[src/rtl/fuse_win_pkg.sv]
package fuse_win_pkg;

  localparam int unsigned FW_ROW_BITS  = 32;
  localparam int unsigned FW_ROW_BYTES = FW_ROW_BITS / 8;

  typedef enum logic [2:0] {
    FW_IDLE,
    FW_ISSUE_LO,
    FW_ISSUE_HI,
    FW_LAST,
    FW_RESP
  } fw_state_e;

  // Place the higher row above the lower one; a one-row access leaves the top half empty.
  function automatic logic [2*FW_ROW_BITS-1:0] fw_merge(
    input logic [FW_ROW_BITS-1:0] lo,
    input logic [FW_ROW_BITS-1:0] hi,
    input logic                   two
  );
    return two ? {hi, lo} : {{FW_ROW_BITS{1'b0}}, lo};
  endfunction

  // Keep only the requested number of bytes.
  function automatic logic [FW_ROW_BITS-1:0] fw_byte_mask(input logic [2:0] nbytes);
    logic [FW_ROW_BITS-1:0] m;
    m = '0;
    for (int k = 0; k < FW_ROW_BYTES; k++) begin
      if (k < int'(nbytes)) m[8*k +: 8] = 8'hFF;
    end
    return m;
  endfunction

endpackage

[src/rtl/fuse_win_decode.sv]
module fuse_win_decode #(
  parameter int unsigned ADDR_W    = 16,
  parameter int unsigned SIZE_W    = 3,
  parameter int unsigned WIN_BYTES = 3072,
  parameter int unsigned IDX_W     = 10
) (
  input  logic [ADDR_W-1:0] addr,
  input  logic [SIZE_W-1:0] size,
  output logic              bad,
  output logic              two_row,
  output logic [IDX_W-1:0]  lo_idx,
  output logic [IDX_W-1:0]  hi_idx,
  output logic [1:0]        byte_off
);
  localparam int unsigned EXT_W = ADDR_W + 1;

  logic [EXT_W-1:0] last_byte;
  logic             size_ok;
  logic             range_ok;

  always_comb begin
    last_byte = {1'b0, addr} + EXT_W'(size) - EXT_W'(1);
    size_ok   = (size >= SIZE_W'(1)) && (size <= SIZE_W'(4));
    range_ok  = last_byte < EXT_W'(WIN_BYTES);
    bad       = !size_ok || !range_ok;
    two_row   = {1'b0, addr[ADDR_W-1:2]} != last_byte[EXT_W-1:2];
    lo_idx    = addr[IDX_W+1:2];
    hi_idx    = last_byte[IDX_W+1:2];
    byte_off  = addr[1:0];
  end
endmodule

[src/rtl/fuse_win_seq.sv]
module fuse_win_seq
  import fuse_win_pkg::*;
#(
  parameter int unsigned SIZE_W = 3,
  parameter int unsigned IDX_W  = 10
) (
  input  logic                   clk,
  input  logic                   rst,
  input  logic                   accept,
  input  logic                   refuse,
  input  logic                   d_two,
  input  logic [IDX_W-1:0]       d_lo_idx,
  input  logic [IDX_W-1:0]       d_hi_idx,
  input  logic [1:0]             d_off,
  input  logic [SIZE_W-1:0]      d_size,
  input  logic [FW_ROW_BITS-1:0] row_rd_data,
  output fw_state_e              state,
  output logic                   row_rd_en,
  output logic [IDX_W-1:0]       row_rd_idx,
  output logic [FW_ROW_BITS-1:0] lo_row,
  output logic [FW_ROW_BITS-1:0] hi_row,
  output logic                   two_q,
  output logic                   err_q,
  output logic [1:0]             off_q,
  output logic [SIZE_W-1:0]      size_q
);
  fw_state_e        state_q;
  logic [IDX_W-1:0] lo_idx_q;
  logic [IDX_W-1:0] hi_idx_q;

  assign state      = state_q;
  assign row_rd_en  = (state_q == FW_ISSUE_LO) || (state_q == FW_ISSUE_HI);
  assign row_rd_idx = (state_q == FW_ISSUE_HI) ? hi_idx_q : lo_idx_q;

  always_ff @(posedge clk) begin
    if (rst) begin
      state_q  <= FW_IDLE;
      lo_idx_q <= '0;
      hi_idx_q <= '0;
      lo_row   <= '0;
      hi_row   <= '0;
      two_q    <= 1'b0;
      err_q    <= 1'b0;
      off_q    <= '0;
      size_q   <= '0;
    end else begin
      unique case (state_q)
        FW_IDLE: begin
          if (accept) begin
            lo_idx_q <= d_lo_idx;
            hi_idx_q <= d_hi_idx;
            two_q    <= d_two;
            off_q    <= d_off;
            size_q   <= d_size;
            err_q    <= refuse;
            state_q  <= refuse ? FW_RESP : FW_ISSUE_LO;
          end
        end
        FW_ISSUE_LO: state_q <= two_q ? FW_ISSUE_HI : FW_LAST;
        FW_ISSUE_HI: begin
          lo_row  <= row_rd_data;
          state_q <= FW_LAST;
        end
        FW_LAST: begin
          if (two_q) hi_row <= row_rd_data;
          else       lo_row <= row_rd_data;
          state_q <= FW_RESP;
        end
        FW_RESP: state_q <= FW_IDLE;
        default: state_q <= FW_IDLE;
      endcase
    end
  end
endmodule

[src/rtl/fuse_win_align.sv]
module fuse_win_align
  import fuse_win_pkg::*;
#(
  parameter int unsigned SIZE_W = 3
) (
  input  logic [FW_ROW_BITS-1:0] lo_row,
  input  logic [FW_ROW_BITS-1:0] hi_row,
  input  logic                   two,
  input  logic [1:0]             off,
  input  logic [SIZE_W-1:0]      size,
  input  logic                   err,
  output logic [FW_ROW_BITS-1:0] data
);
  logic [2*FW_ROW_BITS-1:0] merged;
  logic [2*FW_ROW_BITS-1:0] shifted;

  always_comb begin
    merged  = fw_merge(lo_row, hi_row, two);
    shifted = merged >> {off, 3'b000};
    data    = err ? '0 : (shifted[FW_ROW_BITS-1:0] & fw_byte_mask(3'(size)));
  end
endmodule

[src/rtl/fuse_row_window.sv]
module fuse_row_window
  import fuse_win_pkg::*;
#(
  parameter int unsigned ADDR_W    = 16,
  parameter int unsigned SIZE_W    = 3,
  parameter int unsigned WIN_BYTES = 3072,
  parameter int unsigned IDX_W     = $clog2(WIN_BYTES / FW_ROW_BYTES)
) (
  input  logic                   clk,
  input  logic                   rst,
  input  logic                   req_valid,
  output logic                   req_ready,
  input  logic                   req_write,
  input  logic [ADDR_W-1:0]      req_addr,
  input  logic [SIZE_W-1:0]      req_size,
  output logic                   rsp_valid,
  output logic                   rsp_err,
  output logic [FW_ROW_BITS-1:0] rsp_data,
  output logic                   guest_err,
  output logic                   row_rd_en,
  output logic [IDX_W-1:0]       row_rd_idx,
  input  logic [FW_ROW_BITS-1:0] row_rd_data
);
  fw_state_e              state;
  logic                   accept, accept_wr, accept_rd, refuse;
  logic                   d_bad, d_two;
  logic [IDX_W-1:0]       d_lo_idx, d_hi_idx;
  logic [1:0]             d_off;
  logic [FW_ROW_BITS-1:0] lo_row, hi_row, aligned;
  logic                   two_q, err_q;
  logic [1:0]             off_q;
  logic [SIZE_W-1:0]      size_q;
  logic                   flag_q;

  assign req_ready = (state == FW_IDLE);
  assign accept    = req_valid && req_ready;
  assign accept_wr = accept && req_write;
  assign accept_rd = accept && !req_write;
  assign refuse    = req_write || d_bad;

  fuse_win_decode #(
    .ADDR_W(ADDR_W), .SIZE_W(SIZE_W), .WIN_BYTES(WIN_BYTES), .IDX_W(IDX_W)
  ) u_decode (
    .addr(req_addr), .size(req_size), .bad(d_bad), .two_row(d_two),
    .lo_idx(d_lo_idx), .hi_idx(d_hi_idx), .byte_off(d_off)
  );

  fuse_win_seq #(.SIZE_W(SIZE_W), .IDX_W(IDX_W)) u_seq (
    .clk(clk), .rst(rst), .accept(accept), .refuse(refuse), .d_two(d_two),
    .d_lo_idx(d_lo_idx), .d_hi_idx(d_hi_idx), .d_off(d_off), .d_size(req_size),
    .row_rd_data(row_rd_data), .state(state), .row_rd_en(row_rd_en),
    .row_rd_idx(row_rd_idx), .lo_row(lo_row), .hi_row(hi_row), .two_q(two_q),
    .err_q(err_q), .off_q(off_q), .size_q(size_q)
  );

  fuse_win_align #(.SIZE_W(SIZE_W)) u_align (
    .lo_row(lo_row), .hi_row(hi_row), .two(two_q), .off(off_q),
    .size(size_q), .err(err_q), .data(aligned)
  );

  always_ff @(posedge clk) begin
    if (rst)            flag_q <= 1'b0;
    else if (accept_wr) flag_q <= 1'b1;
  end

  assign guest_err = flag_q;
  assign rsp_valid = (state == FW_RESP);
  assign rsp_err   = rsp_valid && err_q;
  assign rsp_data  = rsp_valid ? aligned : '0;
endmodule

[config.mk]
export PLATFORM = sky130hd
export DESIGN_NAME = fuse_row_window
export DESIGN_NICKNAME = d
export VERILOG_FILES = /design/src/rtl/fuse_win_pkg.sv /design/src/rtl/fuse_win_decode.sv /design/src/rtl/fuse_win_seq.sv /design/src/rtl/fuse_win_align.sv /design/src/rtl/fuse_row_window.sv
export SDC_FILE = /design/constraint.sdc
export NUM_CORES = 1
export LEC_CHECK = 0
export ABC_AREA = 0
export BUFFER_PORTS_ARGS = -buffer_cell sky130_fd_sc_hd__buf_2
export CAP_MARGIN = 20
export CORE_UTILIZATION = 51
export CTS_CLUSTER_SIZE = 8
export DETAILED_ROUTE_END_ITERATION = 12
export GPL_TIMING_DRIVEN = 0
export PLACE_DENSITY = 0.89
export SYNTH_ARGS = -nofsm -noshare
export SYNTH_HDL_FRONTEND = slang
export SYNTH_SLANG_ARGS = --single-unit
export TNS_END_PERCENT = 30
[constraint.sdc]
create_clock -name clk -period 2.65 [get_ports clk]
set_clock_uncertainty 0.1 [all_clocks]
set_input_delay 0.265 -clock clk [delete_from_list [all_inputs] [get_ports clk]]
set_output_delay 0.265 -clock clk [all_outputs]
set_load 0.02 [all_outputs]
==> results of run 1 <==
## cell families (layout without fill, tap and decap cells)
group / count (synthesis) / after routing / share of synthesized area, %
DFF: 87 / 87 / 33.04
and+or+nand+nor: 267 / 267 / 22.31
buffers and inverters: 68 / 190 / 4.842
xor gates and xnor gates: 25 / 25 / 4.154
adders and majority gates: 17 / 17 / 4.178
AOI/OAI and AO/OA: 176 / 176 / 21.36
muxes: 42 / 42 / 10.11
## metal layers
layer	GRT usage, %	vias to the layer above	routed length (um)	part of all wire, %
met5	0	-	0	0
met4	13.57	0	736	4.5
met3	6.671	83	1591	9.6
met2	47.65	364	7436	45
met1	40.42	2574	6745	41
li1	-	2603	-	-
## final timing paths
kind,startpoint,to,depth (start not counted)
worst min-delay path,row_rd_data[13],u_seq.hi_row[13],3
worst max-delay path,req_size[1],u_seq.state[0],14
worst min register to register,u_seq.hi_idx_q[0],u_seq.hi_idx_q[0],2
worst max register to register,u_seq.state[1],u_seq.off_q[1],7
## power by group through the flow
stage	registers, mW	clock network [mW]	logic [mW]
2_1_floorplan	1.39	0	0.452
3_3_place_gp	1.40	0	0.630
3_5_place_dp	1.40	0	0.640
4_1_cts	1.37	0.849	0.656
5_1_grt	1.38	0.909	0.763
6_report	1.37	0.858	0.717
## placed cells by master, fill, tap and decap left out, drive strengths merged, types with 3 or more instances in the layout
master  instances
nand2         171
buf           111
a21oi          93
dfxtp          87
clkbuf         53
nor2           28
nor2b          26
mux2i          24
inv            23
xnor2          21
a211oi         19
ha             16
and2           11
a31oi          11
mux2           10
o22ai           9
o22a            8
mux4            8
nand3           8
o21ai           8
a21o            7
and3            7
nor3            6
xor2            4
clkinv          3
## state kept, by name, summed over array words and instances, names as in the netlist
register,flops
u_seq.size_q,3
u_seq.hi_row,24
u_seq.err_q,1
u_seq.lo_row,32
guest_err,1
u_seq.two_q,1
u_seq.lo_idx_q,10
u_seq.state,3
u_seq.off_q,2
u_seq.hi_idx_q,10
## cell type report
cell class              instances  share of cell area, %
clock inverters                 3                 0.2950
repair buffers                108                  9.146
well taps                     133                  2.616
multi-input cells             527                  53.70
inverters                      23                  1.554
flip-flops and latches         87                  27.38
plain buffers                  44                  2.872
clock buffers                  12                  2.439
## tightest hold or removal path, stage by stage
cell	delay, ps
buf_2	100
nand2_1	50
a21oi_1	50
## through the flow
stage	setup TNS (ps)	hold WS, ps	instances	utilization (%)
finish	-408.3	43.26	937	64.19
global placement	-5616	341.3	915	60.49
detailed placement	-5826	346.6	915	60.49
CTS	-129.5	42.26	931	62.83
floorplan	-462.2	301.0	682	-
global route	-783.9	39.38	937	64.19
## what timing repair did
action,4_1_cts,5_1_grt
resized for setup,19,27
setup endpoints to repair,38,30
pin swaps,4,24
hold buffers,0,0
buffers inserted,1,6
==> flow_metrics.env, run 1 <==
export IMPL_outcome="finished with violations"
export IMPL_violations="setup timing"
export IMPL_die_area_um2=10750
export IMPL_power_frac_seq_pct=46.5
export IMPL_crit_arrival_ps=2980
export IMPL_critPathKind="in2reg"
export IMPL_worstPathMaxFanout=5
export IMPL_tightest_slew_ps=721.6
export IMPL_p_comb_share_pct=24.3
export IMPL_critical_path_max_stage_delay_ps=390
export IMPL_clkTransAtPathRegs_ps=90
export IMPL_ios=102
export IMPL_regToRegSetupSlack_ps=320
export IMPL_clock_latency_ps=360
export IMPL_power_total_mw=2.947
export IMPL_synth_top_cell_area_share_pct=33.04
export IMPL_nNetsFinal=872
export IMPL_area_growth_pct=20.67
export IMPL_viasPerCell=6.002
export IMPL_grt_pass1_vias=5127
export IMPL_netlist_instances=682
export IMPL_cp_end_kind="flop"
export IMPL_hold_class="in2reg"
export IMPL_yosysSeqAreaShare_pct=33.04
export IMPL_vias=5624
export IMPL_report_final_slew_viol_count=0
export IMPL_finish_instance_area_um2=6361
export IMPL_synth_area_leaders="dfxtp_1 33%, nand2_1 12%, a21oi_1 8.8%"
export IMPL_cp_cell_sequence="buf_8 > inv_6 > ha_4 > o21ba_4 > fa_2 > a21o_1 > a221oi_4 > buf_6 > o21bai_4 > xor2_2 > a211oi_2 > nand4_1 > nor3_4 > a41o_1"
export IMPL_pre_cts_ws_ps=-556.3
export IMPL_cts_buffers=9
export IMPL_synth_fp_nets=754
export IMPL_async_reset_ff_share_pct=0
export IMPL_grt_overflow=0
export IMPL_rows=36
export IMPL_postPlaceCellArea_um2=5995
export IMPL_internal_power_mw=2.019
export IMPL_synth_top_area_cell="dfxtp_1"
export IMPL_first_pass_iters=5
export IMPL_regArea_um2=1742
export IMPL_yosys_most_used_dff="dfxtp_1"
export IMPL_drt_wl_total_um=16510
export IMPL_synth_seq_cells=87
export IMPL_cp_top_family="compound AO/OA/AOI/OAI gates"
export IMPL_avgSynthCellArea_um2=7.729
export IMPL_clockBufferDepth=2
export IMPL_start_util_pct=53.19
export IMPL_yosysMostFrequentCell="nand2_1"
export IMPL_core_area_um2=9910
export IMPL_ys_top_cells_by_count="171 x nand2_1, 93 x a21oi_1, 87 x dfxtp_1"
export IMPL_gp_congestion=0.9801
export IMPL_clockRootBuffer="clkbuf_8"
export IMPL_p_switching_uw=928.1
export IMPL_finalCritPeriodShare_pct=104.8
export IMPL_hold_viol=0
export IMPL_wl_per_cell_um=17.62
export IMPL_htree_num_levels=3
export IMPL_drt_iter0_drc=527
export IMPL_rsz0062_at_grt="yes"
export IMPL_grt_max_degree=14
export IMPL_cts_sinks=87
export IMPL_fill_cells=830
export IMPL_grt_total_usage_pct=30.52
export IMPL_io_buffer_count=100
export IMPL_drc=0
export IMPL_antenna_left=0
export IMPL_power_leakage_nw=2.480
export IMPL_synth_area_um2=5271
export IMPL_hpwl_um=11870
export IMPL_antenna_found_initial=0
export IMPL_die_x_um=103.7
export IMPL_max_freq_ghz=0.3599
export IMPL_critPathBufInv=3
export IMPL_switching_share_pct=31.50
export IMPL_peakVddDrop_mv=0.2948
export IMPL_setup_violations=4
export IMPL_cp_start_kind="input port"
export IMPL_p_clk_share_pct=29.1
export IMPL_cts_tree="done"
export IMPL_ys_warn_count=0
export IMPL_worst_slack_ps=-128.4
export IMPL_required_ps=2850
export IMPL_slowest_stage="fa_2"
export IMPL_fin_crit_ps=2778
export IMPL_die_y_um=103.7
export IMPL_drive_gt1_share_pct=22.39
export IMPL_slew_headroom_pct=51.89
export IMPL_power_density_nw_per_um2=463.3
export IMPL_synth_edf_count=0
export IMPL_grt_pass1_wl_um=26100
export IMPL_cap_violations=0
export IMPL_multi_input_area_um2=3416
export IMPL_synth_cell_types=54
export IMPL_antennaDiodeCount=0
No activity file was read; power rests on OpenSTA's default activity.
==> inputs of run 2 (changes only) <==
GPL_ROUTABILITY_DRIVEN = 0   (was default)
HOLD_SLACK_MARGIN = 0.05   (was default)
==> flow_metrics.env, run 2 (synthesis results as in run 1) <==
export IMPL_cp_depth=13
export IMPL_final_cell_mix="171 x nand2_1, 97 x buf_2, 93 x a21oi_1"
export IMPL_start_util_pct=53.19
export IMPL_critPathKind="in2reg"
export IMPL_critPathBufInv=3
export IMPL_r2r_end="u_seq.lo_idx_q[2]"
export IMPL_grt_overflow=0
export IMPL_hold_viol=0
export IMPL_critical_path_max_stage_delay_ps=450
export IMPL_rows=36
export IMPL_slowest_stage="a311oi_4"
export IMPL_io_buffer_count=100
export IMPL_outcome="finished with violations"
export IMPL_slew_headroom_pct=53.98
export IMPL_power_leakage_nw=2.567
export IMPL_cp_cell_sequence="buf_6 > inv_2 > ha_4 > inv_2 > ha_4 > a21o_1 > a32o_2 > a311oi_4 > nor2_1 > o31ai_2 > xnor2_1 > nand4b_1 > o31a_1"
export IMPL_setup_violations=1
export IMPL_grt_max_degree=15
export IMPL_nNetsFinal=892
export IMPL_ios=102
export IMPL_cp_top_family="compound AO/OA/AOI/OAI gates"
export IMPL_drive_gt1_share_pct=22.06
export IMPL_cap_violations=0
export IMPL_drt_wl_total_um=17290
export IMPL_die_y_um=103.7
export IMPL_clockBufferDepth=2
export IMPL_final_common_cell="nand2_1"
export IMPL_clkTransAtPathRegs_ps=90
export IMPL_largestRegisters="u_seq.lo_row x32, u_seq.hi_row x24"
export IMPL_required_ps=2810
export IMPL_hpwl_um=11910
export IMPL_tightest_slew_ps=690.4
export IMPL_antenna_found_initial=0
export IMPL_drc=0
export IMPL_hold_start="req_addr[6]"
export IMPL_finalCritPeriodShare_pct=101.5
export IMPL_antenna_left=0
export IMPL_worst_slack_ps=-39.67
export IMPL_regToRegSetupSlack_ps=390
export IMPL_grt_pass1_vias=5343
export IMPL_clockRootBuffer="clkbuf_8"
export IMPL_grt_pass1_wl_um=26650
export IMPL_largest_register_ffs=32
export IMPL_drt_iter0_drc=604
export IMPL_viasPerCell=6.104
export IMPL_peakVddDrop_mv=0.3003
export IMPL_grt_total_usage_pct=31.29
export IMPL_vias=5848
export IMPL_rsz0062_at_grt="yes"
export IMPL_critPathCapture="u_seq.two_q"
export IMPL_crit_arrival_ps=2850
export IMPL_violations="setup timing"
export IMPL_area_growth_pct=25.85
export IMPL_cts_buffers=9
export IMPL_die_area_um2=10750
export IMPL_regToRegStartpoint="u_seq.state[1]"
export IMPL_wl_per_cell_um=18.04
export IMPL_power_total_mw=3.053
export IMPL_pre_cts_ws_ps=-603.3
export IMPL_worstPathMaxFanout=5
export IMPL_largest_register="u_seq.lo_row"
export IMPL_crit_start="req_size[2]"
export IMPL_clock_latency_ps=360
export IMPL_report_final_slew_viol_count=0
export IMPL_reg2reg_depth=7
export IMPL_cp_start_kind="input port"
export IMPL_htree_num_levels=3
export IMPL_fin_crit_ps=2690
export IMPL_core_area_um2=9910
export IMPL_cts_tree="done"
export IMPL_cts_sinks=87
export IMPL_first_pass_iters=5
export IMPL_antennaDiodeCount=0
export IMPL_max_freq_ghz=0.3718
export IMPL_cp_end_kind="flop"
export IMPL_power_density_nw_per_um2=460.3
export IMPL_die_x_um=103.7
export IMPL_hold_class="in2reg"
[run 2: per-stage QoR]
step                      area, um2  hold WS [ps]  setup TNS, ps  cells  util (%)
after floorplan                5328         301.0         -462.2    682         -
after global placement         5995         339.9          -5497    915     60.49
after global routing           6634         53.76         -336.9    958     66.94
after CTS                      6440         52.58         -188.1    951     64.99
after detailed placement       5995         345.9          -6286    915     60.49
final                          6634         51.63         -39.67    958     66.94
[run 2: final cells by class]
| class | count | area, um2 |
|---|---|---|
| clock buffer | 11 | 131.4 |
| tap | 133 | 166.4 |
| buffer | 42 | 173.9 |
| multi-input combinational | 527 | 3441 |
| timing repair buffer | 130 | 818.3 |
| clock inverter | 5 | 57.56 |
| fill | 767 | 3276 |
| inverter | 23 | 103.9 |
| sequential | 87 | 1742 |
[run 2: tightest hold or removal path, cell delays in order]
cell,delay (ps)
buf_2,110
nand2_1,50
a21oi_1,50
[run 2: worst min path at each step]
stage	end	slack, ps	depth (start not counted)
after floorplan	u_seq.lo_idx_q[0]	300	2
after global placement	u_seq.hi_idx_q[7]	340	2
after detailed placement	u_seq.lo_idx_q[5]	350	2
after CTS	u_seq.lo_row[4]	50	3
after global routing	u_seq.lo_row[4]	50	3
final	u_seq.lo_idx_q[4]	50	3
[run 2: metal layers]
metal | up-vias | share of wire, % | wire (um) | global-route usage, %
met5 | - | 0 | 0 | 0
met4 | 0 | 5.0 | 870 | 17.96
met3 | 88 | 11 | 1960 | 6.923
met2 | 423 | 45 | 7818 | 48.56
met1 | 2701 | 38 | 6637 | 40.10
li1 | 2636 | - | - | -
[run 2: what timing repair did]
action                                 4_1_cts  5_1_grt
gates cloned                                 0        0
pin swaps                                    4       14
resized for setup                           20       34
buffers inserted                             1        6
setup endpoints to repair                   41       34
endpoints found under the hold margin       28        3
hold buffers                                19        3
[run 2: report_power, final]
part	switching (mW)	internal, mW
combinational	0.433	0.314
clock	0.494	0.439
sequential	0.0286	1.34
==> inputs of run 3 (changes only) <==
CORE_UTILIZATION = 55   (was 51)
GPL_TIMING_DRIVEN = default   (was 0)
PLACE_DENSITY = 0.91   (was 0.89)
clock period = 3.2 ns   (was 2.65 ns; I/O delays follow)
==> flow_metrics.env, run 3 (synthesis results as in run 1) <==
export IMPL_drive_gt1_share_pct=20.81
export IMPL_power_density_nw_per_um2=398.6
export IMPL_p_clk_share_pct=31.8
export IMPL_hpwl_um=10500
export IMPL_internal_power_mw=1.627
export IMPL_ctsResizeCount=0
export IMPL_vias=5444
export IMPL_final_cell_mix="171 x nand2_1, 101 x buf_2, 92 x a21oi_1"
export IMPL_setup_violations=0
export IMPL_rows=35
export IMPL_max_freq_ghz=0.3189
export IMPL_first_pass_iters=5
export IMPL_antenna_found_initial=0
export IMPL_met2_usage_pct=48.81
export IMPL_cp_end_kind="primary output"
export IMPL_largest_register="u_seq.lo_row"
export IMPL_post_cts_setup_buffer_count=0
export IMPL_finish_instance_area_um2=6102
export IMPL_clock_latency_ps=370
export IMPL_cts_sinks=87
export IMPL_slew_headroom_pct=31.87
export IMPL_grtUsageMet3_pct=5.292
export IMPL_grt_pass1_wl_um=23840
export IMPL_final_util_pct=65.73
export IMPL_die_x_um=99.90
export IMPL_switching_share_pct=33.09
export IMPL_nNetsFinal=836
export IMPL_cts_tree="done"
export IMPL_critPathKind="reg2out"
export IMPL_clockBufferDepth=2
export IMPL_drt_iter0_drc=515
export IMPL_ios=102
export IMPL_power_leakage_nw=2.401
export IMPL_area_growth_pct=15.76
export IMPL_htree_num_levels=3
export IMPL_fin_crit_ps=3136
export IMPL_die_y_um=99.90
export IMPL_grt_total_usage_pct=30.10
export IMPL_grt_use_met1_pct=38.02
export IMPL_hold_viol=0
export IMPL_report_final_slew_viol_count=0
export IMPL_p_switching_uw=804.8
export IMPL_cp_start_kind="flop"
export IMPL_clkTransAtPathRegs_ps=110
export IMPL_die_area_um2=9980
export IMPL_drt_wl_total_um=14810
export IMPL_start_util_pct=56.78
export IMPL_required_ps=2780
export IMPL_finalCritPeriodShare_pct=97.99
export IMPL_wl_per_cell_um=16.49
export IMPL_drc=0
export IMPL_cts_buffers=9
export IMPL_worstPathMaxFanout=10
export IMPL_grt_busiest_layer="met2"
export IMPL_clockRootBuffer="clkbuf_8"
export IMPL_postPlaceCellArea_um2=5899
export IMPL_antenna_left=0
export IMPL_final_common_cell="nand2_1"
export IMPL_viasPerCell=6.062
export IMPL_p_comb_share_pct=21.6
export IMPL_hold_class="in2reg"
export IMPL_tightest_slew_ps=1015
export IMPL_core_area_um2=9284
export IMPL_peakVddDrop_mv=0.2147
export IMPL_power_frac_seq_pct=46.6
export IMPL_antennaDiodeCount=0
export IMPL_rsz0062_at_grt="no"
export IMPL_outcome="finished, final reports clean"
export IMPL_grt_max_degree=64
export IMPL_cap_violations=0
export IMPL_grt_pass1_vias=5058
export IMPL_io_buffer_count=101
export IMPL_crit_arrival_ps=2720
export IMPL_largest_register_ffs=32
export IMPL_grt_overflow=0
export IMPL_largestRegisters="u_seq.lo_row x32, u_seq.hi_row x24"
export IMPL_cts_hold_buf=0
[run 3: cell count changes in the layout (fill, tap and decap cells not counted), moves of 6 or more]
cell | previous run | this run
dlygate4sd3_1 | 22 | 0
inv_1 | 17 | 23
buf_4 | 6 | 14
clkbuf_1 | 34 | 0
clkbuf_2 | 7 | 0
[run 3: layout make-up]
type / instances / area (um2)
clock inverter: 7 / 78.83
fill: 750 / 3182
clock buffer: 9 / 123.9
tap: 129 / 161.4
sequential: 87 / 1743
multi-input combinational: 527 / 3278
timing repair buffer: 116 / 630.6
inverter: 23 / 86.33
[run 3: through the flow]
step                total power [mW]  hold slack, ps  setup WS (ps)  TNS, ps  instances
floorplan                      1.517           332.9          274.8        0        682
global placement               1.643           338.6          3.598        0        882
detailed placement             1.666           346.6         -110.2   -280.1        882
CTS                            2.426           68.64          209.1        0        898
global route                   2.530           73.95          54.54        0        898
finish                         2.432           66.51          64.46        0        898
[run 3: critical path, stage by stage (launching register included)]
cell      delay, ps
dfxtp_1         420
nor2_1          200
and2_1          160
nor2b_1         320
o21ai_1         430
a211oi_1        560
buf_2           250
[run 3: layer usage]
metal | share of wire (%) | wire (um)
met1 | 40 | 5868
met2 | 47 | 6960
met3 | 9.2 | 1363
met4 | 4.2 | 618
met5 | 0 | 0
[run 3: power groups by stage]
stage	combinational (mW)	clock, mW	sequential, mW
6_report	0.526	0.773	1.13
5_1_grt	0.564	0.829	1.14
4_1_cts	0.513	0.780	1.13
3_5_place_dp	0.508	0	1.16
3_3_place_gp	0.487	0	1.16
2_1_floorplan	0.363	0	1.15
[run 3: path summary, 6_finish.rpt]
kind / slack [ps] / start / end / cells after the start
max: 60 / u_seq.state[0] / rsp_data[8] / 6
min: 70 / row_rd_data[27] / u_seq.lo_row[27] / 3
max reg2reg: 680 / u_seq.state[0] / u_seq.two_q / 8
min reg2reg: 360 / u_seq.lo_idx_q[4] / u_seq.lo_idx_q[4] / 2
